**src/rtl/ppx_pkg.sv**
```systemverilog
package ppx_pkg;

  typedef struct packed {
    logic dbl;
    logic smooth;
    logic fringe;
    logic lower;
  } ppx_mode_t;

  function automatic int ppx_line_dots(input int gw, input logic dbl);
    return dbl ? 2 * gw : gw;
  endfunction

endpackage

```
**src/rtl/ppx_row_window.sv**
```systemverilog
module ppx_row_window
  import ppx_pkg::*;
#(
  parameter int GW = 8,
  localparam int IW = $clog2(2 * GW)
) (
  input  logic          clk,
  input  logic          rst_n,
  input  logic          scan_start,
  input  logic [GW-1:0] row_prev,
  input  logic [GW-1:0] row_cur,
  input  logic [GW-1:0] row_next,
  input  logic          row_is_top,
  input  logic          row_is_bottom,
  input  ppx_mode_t     mode_in,
  output logic [GW-1:0] w_prev,
  output logic [GW-1:0] w_cur,
  output logic [GW-1:0] w_next,
  output ppx_mode_t     w_mode,
  output logic          w_active,
  output logic [IW-1:0] w_idx,
  output logic          w_last
);

  localparam logic [IW-1:0] LAST_NORM = IW'(ppx_line_dots(GW, 1'b0) - 1);
  localparam logic [IW-1:0] LAST_DBL  = IW'(ppx_line_dots(GW, 1'b1) - 1);

  assign w_last = w_active && (w_idx == (w_mode.dbl ? LAST_DBL : LAST_NORM));

  always_ff @(posedge clk or negedge rst_n) begin
    if (!rst_n) begin
      w_prev   <= '0;
      w_cur    <= '0;
      w_next   <= '0;
      w_mode   <= '0;
      w_active <= 1'b0;
      w_idx    <= '0;
    end else if (scan_start) begin
      w_prev   <= row_is_top    ? '0 : row_prev;
      w_cur    <= row_cur;
      w_next   <= row_is_bottom ? '0 : row_next;
      w_mode   <= mode_in;
      w_active <= 1'b1;
      w_idx    <= '0;
    end else if (w_active) begin
      if (w_last) begin
        w_active <= 1'b0;
        w_idx    <= '0;
      end else begin
        w_idx <= w_idx + 1'b1;
      end
    end
  end

  AST_IDX_IN_LINE: assert property (@(posedge clk) disable iff (!rst_n)
    w_active |-> (w_idx <= (w_mode.dbl ? LAST_DBL : LAST_NORM)));

  AST_IDLE_IDX_ZERO: assert property (@(posedge clk) disable iff (!rst_n)
    !w_active |-> (w_idx == '0));

endmodule

```
**src/rtl/ppx_dot_eval.sv**
```systemverilog
module ppx_dot_eval
  import ppx_pkg::*;
#(
  parameter int GW = 8,
  localparam int IW = $clog2(2 * GW)
) (
  input  logic          clk,
  input  logic          rst_n,
  input  logic [GW-1:0] w_prev,
  input  logic [GW-1:0] w_cur,
  input  logic [GW-1:0] w_next,
  input  ppx_mode_t     w_mode,
  input  logic [IW-1:0] w_idx,
  output logic          fg_d,
  output logic          fringe_d,
  output logic          smooth_hit
);

  function automatic logic bit_at(input logic [GW-1:0] r, input int c);
    logic b;
    b = 1'b0;
    for (int i = 0; i < GW; i++)
      if (i == c) b = r[i];
    return b;
  endfunction

  function automatic logic any_neighbour(input logic [GW-1:0] p,
                                         input logic [GW-1:0] c,
                                         input logic [GW-1:0] n,
                                         input int j);
    logic hit;
    hit = bit_at(c, j - 1) | bit_at(c, j + 1);
    for (int dc = -1; dc <= 1; dc++)
      hit = hit | bit_at(p, j + dc) | bit_at(n, j + dc);
    return hit;
  endfunction

  function automatic logic corner_fill(input logic [GW-1:0] p,
                                       input logic [GW-1:0] c,
                                       input logic [GW-1:0] n,
                                       input int j,
                                       input logic right,
                                       input logic lower);
    logic [GW-1:0] vrow;
    int            hc;
    vrow = lower ? n : p;
    hc   = right ? j + 1 : j - 1;
    return !bit_at(c, j) && bit_at(vrow, j) && bit_at(c, hc) && !bit_at(vrow, hc);
  endfunction

  int   col;
  logic half_right;
  logic src_on;

  always_comb begin
    col        = w_mode.dbl ? int'(w_idx >> 1) : int'(w_idx);
    half_right = w_mode.dbl & w_idx[0];
    src_on     = bit_at(w_cur, col);
    smooth_hit = w_mode.dbl && w_mode.smooth &&
                 corner_fill(w_prev, w_cur, w_next, col, half_right, w_mode.lower);
    fg_d       = src_on | smooth_hit;
    fringe_d   = w_mode.fringe && !fg_d && any_neighbour(w_prev, w_cur, w_next, col);
  end

  AST_FRINGE_GATED: assert property (@(posedge clk) disable iff (!rst_n)
    !w_mode.fringe |-> !fringe_d);

  AST_SMOOTH_NEEDS_DBL: assert property (@(posedge clk) disable iff (!rst_n)
    smooth_hit |-> (w_mode.dbl && w_mode.smooth));

endmodule

```
**src/rtl/ppx_out_stage.sv**
```systemverilog
module ppx_out_stage (
  input  logic clk,
  input  logic rst_n,
  input  logic active,
  input  logic fg_d,
  input  logic fringe_d,
  output logic dot_vld,
  output logic dot_fg,
  output logic dot_fringe,
  output logic dot_blank
);

  always_ff @(posedge clk or negedge rst_n) begin
    if (!rst_n) begin
      dot_vld    <= 1'b0;
      dot_fg     <= 1'b0;
      dot_fringe <= 1'b0;
      dot_blank  <= 1'b0;
    end else begin
      dot_vld    <= active;
      dot_fg     <= active & fg_d;
      dot_fringe <= active & fringe_d;
      dot_blank  <= active & (fg_d | fringe_d);
    end
  end

  AST_IDLE_QUIET: assert property (@(posedge clk) disable iff (!rst_n)
    !dot_vld |-> !(dot_fg || dot_fringe || dot_blank));

  AST_FG_FRINGE_EXCL: assert property (@(posedge clk) disable iff (!rst_n)
    dot_fg |-> !dot_fringe);

endmodule

```
**src/rtl/ppx_glyph_post.sv**
```systemverilog
module ppx_glyph_post
  import ppx_pkg::*;
#(
  parameter int GW = 8
) (
  input  logic          clk,
  input  logic          rst_n,
  input  logic          scan_start,
  input  logic [GW-1:0] row_prev,
  input  logic [GW-1:0] row_cur,
  input  logic [GW-1:0] row_next,
  input  logic          row_is_top,
  input  logic          row_is_bottom,
  input  logic          dbl_size,
  input  logic          smooth_en,
  input  logic          fringe_en,
  input  logic          lower_half,
  output logic          dot_vld,
  output logic          dot_fg,
  output logic          dot_fringe,
  output logic          dot_blank
);

  localparam int IW = $clog2(2 * GW);

  ppx_mode_t     mode_in;
  ppx_mode_t     w_mode;
  logic [GW-1:0] w_prev, w_cur, w_next;
  logic          w_active, w_last;
  logic [IW-1:0] w_idx;
  logic          fg_d, fringe_d, smooth_hit;

  assign mode_in = '{dbl: dbl_size, smooth: smooth_en, fringe: fringe_en, lower: lower_half};

  ppx_row_window #(.GW(GW)) u_win (
    .clk(clk), .rst_n(rst_n), .scan_start(scan_start),
    .row_prev(row_prev), .row_cur(row_cur), .row_next(row_next),
    .row_is_top(row_is_top), .row_is_bottom(row_is_bottom), .mode_in(mode_in),
    .w_prev(w_prev), .w_cur(w_cur), .w_next(w_next), .w_mode(w_mode),
    .w_active(w_active), .w_idx(w_idx), .w_last(w_last)
  );

  ppx_dot_eval #(.GW(GW)) u_eval (
    .clk(clk), .rst_n(rst_n),
    .w_prev(w_prev), .w_cur(w_cur), .w_next(w_next), .w_mode(w_mode), .w_idx(w_idx),
    .fg_d(fg_d), .fringe_d(fringe_d), .smooth_hit(smooth_hit)
  );

  ppx_out_stage u_out (
    .clk(clk), .rst_n(rst_n), .active(w_active), .fg_d(fg_d), .fringe_d(fringe_d),
    .dot_vld(dot_vld), .dot_fg(dot_fg), .dot_fringe(dot_fringe), .dot_blank(dot_blank)
  );

  AST_TWO_DOT_LATENCY: assert property (@(posedge clk) disable iff (!rst_n)
    scan_start |-> ##2 dot_vld);

  AST_LINE_DRAINS: assert property (@(posedge clk) disable iff (!rst_n)
    (w_last && !scan_start) |=> ##1 !dot_vld);

endmodule

```
**config.mk**
```make
export PLATFORM = sky130hd
export DESIGN_NAME = ppx_glyph_post
export DESIGN_NICKNAME = d
export VERILOG_FILES = /design/src/rtl/ppx_pkg.sv /design/src/rtl/ppx_row_window.sv /design/src/rtl/ppx_dot_eval.sv /design/src/rtl/ppx_out_stage.sv /design/src/rtl/ppx_glyph_post.sv
export SDC_FILE = /design/constraint.sdc
export NUM_CORES = 1
export LEC_CHECK = 0
export CORE_ASPECT_RATIO = 0.7
export CORE_MARGIN = 5
export CORE_UTILIZATION = 50
export CTS_CLUSTER_DIAMETER = 150
export DETAILED_ROUTE_END_ITERATION = 10
export PLACE_DENSITY_LB_ADDON = 0.12
export SYNTH_ARGS = -nofsm -noshare
export SYNTH_HDL_FRONTEND = slang
export SYNTH_HIERARCHICAL = 1
export SYNTH_SLANG_ARGS = --single-unit
```
**constraint.sdc**
```tcl
create_clock -name clk -period 6.8 [get_ports clk]
set_clock_uncertainty 0.1 [all_clocks]
set_input_delay 1.36 -clock clk [delete_from_list [all_inputs] [get_ports clk]]
set_output_delay 1.36 -clock clk [all_outputs]
set_load 0.01 [all_outputs]
```
==> flow_summary_export.csv <==
group,metric,value,unit
worst_hold_path,hp-class,"reg2reg",
clock_tree,root_buffer,"clkbuf_8",
floorplan,die_area,7530,sq um
floorplan,initial_core_util,51.5,%
floorplan,die_w,102,um
timing,tightest_slew,0.909,ns
timing,hold_viol,0,
place,io_buffers,36,
grt,grt_pass1_vias,2510,
timing,fmax,0.231,GHz
critical_path,worstSetupStartpointType,"flip-flop",
detailed_routing,wl_met1,4170,um
job,drv_cap,0,
detailed_routing,wl_per_cell,19.6,um
clock_tree,clockBufferDepth,2,
final_layout,finalNetCount,385,
clock_tree,path_clk_slew,0.08,ns
clock_tree,post_cts_buffers,0,
final_layout,post_route_cells_drive_above_1_share,12.2,%
timing,slew_headroom,39.4,%
clock_tree,insertion_delay,0.30,ns
grt,antenna_found_initial,0,
clock_tree,cts_tree,"done",
grt,grt_pass1_wl,13200,um
detailed_routing,vias,2677,
floorplan,pin_count,37,
critical_path,crit_buf_inv,0,
critical_path,crit_arrival,4.42,ns
timing,setup_viol,0,
clock_tree,htree_levels,2,
timing,rsz0062_at_grt,"no",
grt,grt.overflow.total,0,
timing,period_share,63.6,%
place,dp_hpwl,6250,um
grt,grt_start_max_net_pins,38,
synth,synth_fp_nets,362,
final_layout,antenna_cells,0,
timing,slew_violations,0,
power_and_ir_drop,p_per_area,212,nW/um^2
clock_tree,numCtsBuffers,5,
detailed_routing,drt_wl_total,8200,um
final_layout,final_util,59.0,%
final_layout,syn_to_final_growth,14.5,%
critical_path,slowest_stage,"dfrtp_1",
detailed_routing,wl_met3,638,um
detailed_routing,drt_iter0_markers,287,
clock_tree,ctsHoldBuffers,0,
synth,synth.avg_cell_area,9.18,sq um
timing,period_minus_slack,4.33,ns
timing,fin_hold_ws,0.445,ns
timing,setup_tns,0,ns
floorplan,core_area,5700,sq um
synth,syn_inst,320,
detailed_routing,firstDrtPassIters,5,
outcome,outcome,"complete, no violations",
synth,yosys_warnings,6,
power_and_ir_drop,leakage,1.36,nW
detailed_routing,avgViaCountPerCell,6.39,
detailed_routing,drc_errors,0,
place,gp_routability_congestion,1.03,
detailed_routing,wl_met2,3330,um
critical_path,path_cells,"mux2i_1 > ha_1 > nor3b_4 > o32ai_4 > a221oi_1 > nor4_2 > a211oi_2 > o21ai_1 > nor3b_2 > o21a_1",
critical_path,cp_data_required_time,6.89,ns
clock_tree,ctsResizeCount,0,
synth,syn-cell-area,2940,sq um
clock_tree,clkSinkCount,37,
critical_path,slowest_delay,0.94,ns
floorplan,die_h,74.1,um
floorplan,rows,23,
critical_path,r2r_slack,2.47,ns
power_and_ir_drop,peakVddDrop,0.131,mV
critical_path,critPathKind,"reg2reg",
critical_path,crit_family,"compound AO/OA/AOI/OAI gates",
detailed_routing,ant_nets,0,
critical_path,cp_max_fo,25,
critical_path,endpoint_kind,"flip-flop",
grt,grt_util_all_layers,22.7,%
detailed_routing,top_layer,"met4",
==> flip-flops by register name, indices dropped and copies added (netlist names) <==
signal	cells
u_out/dot_blank	1
u_win/w_mode	4
u_out/dot_fringe	1
u_win/w_idx	4
u_win/w_prev	8
u_win/w_cur	8
u_win/w_active	1
u_out/dot_vld	1
u_win/w_next	8
u_out/dot_fg	1
==> power breakdown <==
part           internal, mW  switching, mW  total (mW)
clock                0.0727         0.0859       0.159
sequential            0.243         0.0415       0.284
combinational         0.130          0.142       0.271
==> worst reg2reg max path, stage by stage (launching register included) <==
cell,delay [ns]
dfrtp_1,0.94
mux2i_1,0.66
ha_1,0.77
nor3b_4,0.41
o32ai_4,0.20
a221oi_1,0.39
nor4_2,0.08
a211oi_2,0.20
o21ai_1,0.11
nor3b_2,0.18
o21a_1,0.20
==> worst paths after layout <==
| path | startpoint | end | cells after the start |
|---|---|---|---|
| worst max-delay path | u_win/w_mode[3] | u_out/dot_blank | 10 |
| worst min-delay path | u_win/w_active | u_out/dot_vld | 0 |
| worst max register to register | u_win/w_mode[3] | u_out/dot_blank | 10 |
| worst min register to register | u_win/w_active | u_out/dot_vld | 0 |
| max in group asynchronous | rst_n | u_win/w_prev[5] | 2 |
| min in group asynchronous | rst_n | u_win/w_idx[0] | 2 |
==> routing by layer <==
metal | up-vias | track usage, %
met2 | 110 | 30.7
met1 | 1298 | 35.7
li1 | 1262 | -
met3 | 7 | 6.19
met5 | - | 0
met4 | 0 | 4.72
==> stage by stage <==
| stage | setup slack [ns] | total power [mW] | instances | instance area (sq um) |
|---|---|---|---|---|
| after floorplan | 3.55 | 0.467 | 320 | 2940 |
| after global placement | 2.67 | 0.550 | 411 | 3270 |
| after detailed placement | 2.54 | 0.553 | 411 | 3270 |
| after CTS | 2.51 | 0.713 | 419 | 3360 |
| after global routing | 2.20 | 0.753 | 419 | 3360 |
| final | 2.47 | 0.714 | 419 | 3360 |
==> final cells by class <==
class / count / area [sq um]
Inverter: 17 / 63.8
Clock buffer: 5 / 68.8
Clock inverter: 3 / 21.3
Sequential cell: 37 / 926
Multi-Input combinational cell: 245 / 1820
Timing Repair Buffer: 37 / 368
Tap cell: 75 / 93.8
Fill cell: 491 / 2330
==> layout by cell type (no fill, tap or decap), drive strengths merged, types with 3 or more instances in the layout <==
cell           count
dfrtp             37
inv               18
nand3              7
a22oi              3
clkdlybuf4s50     36
o21a               4
a22o              16
mux2              18
o21ai             18
o22ai              7
a31oi              4
xor2               5
nand4              3
a21oi             15
o31ai              4
ha                 9
nor4               3
a2111oi            3
clkbuf             5
o311ai             4
nor2b              6
mux2i              7
nand2b             3
nand2             26
nor3               8
a221oi             3
nor3b              3
nor2              19
a211oi             8
(Power assumes the default switching activity.)
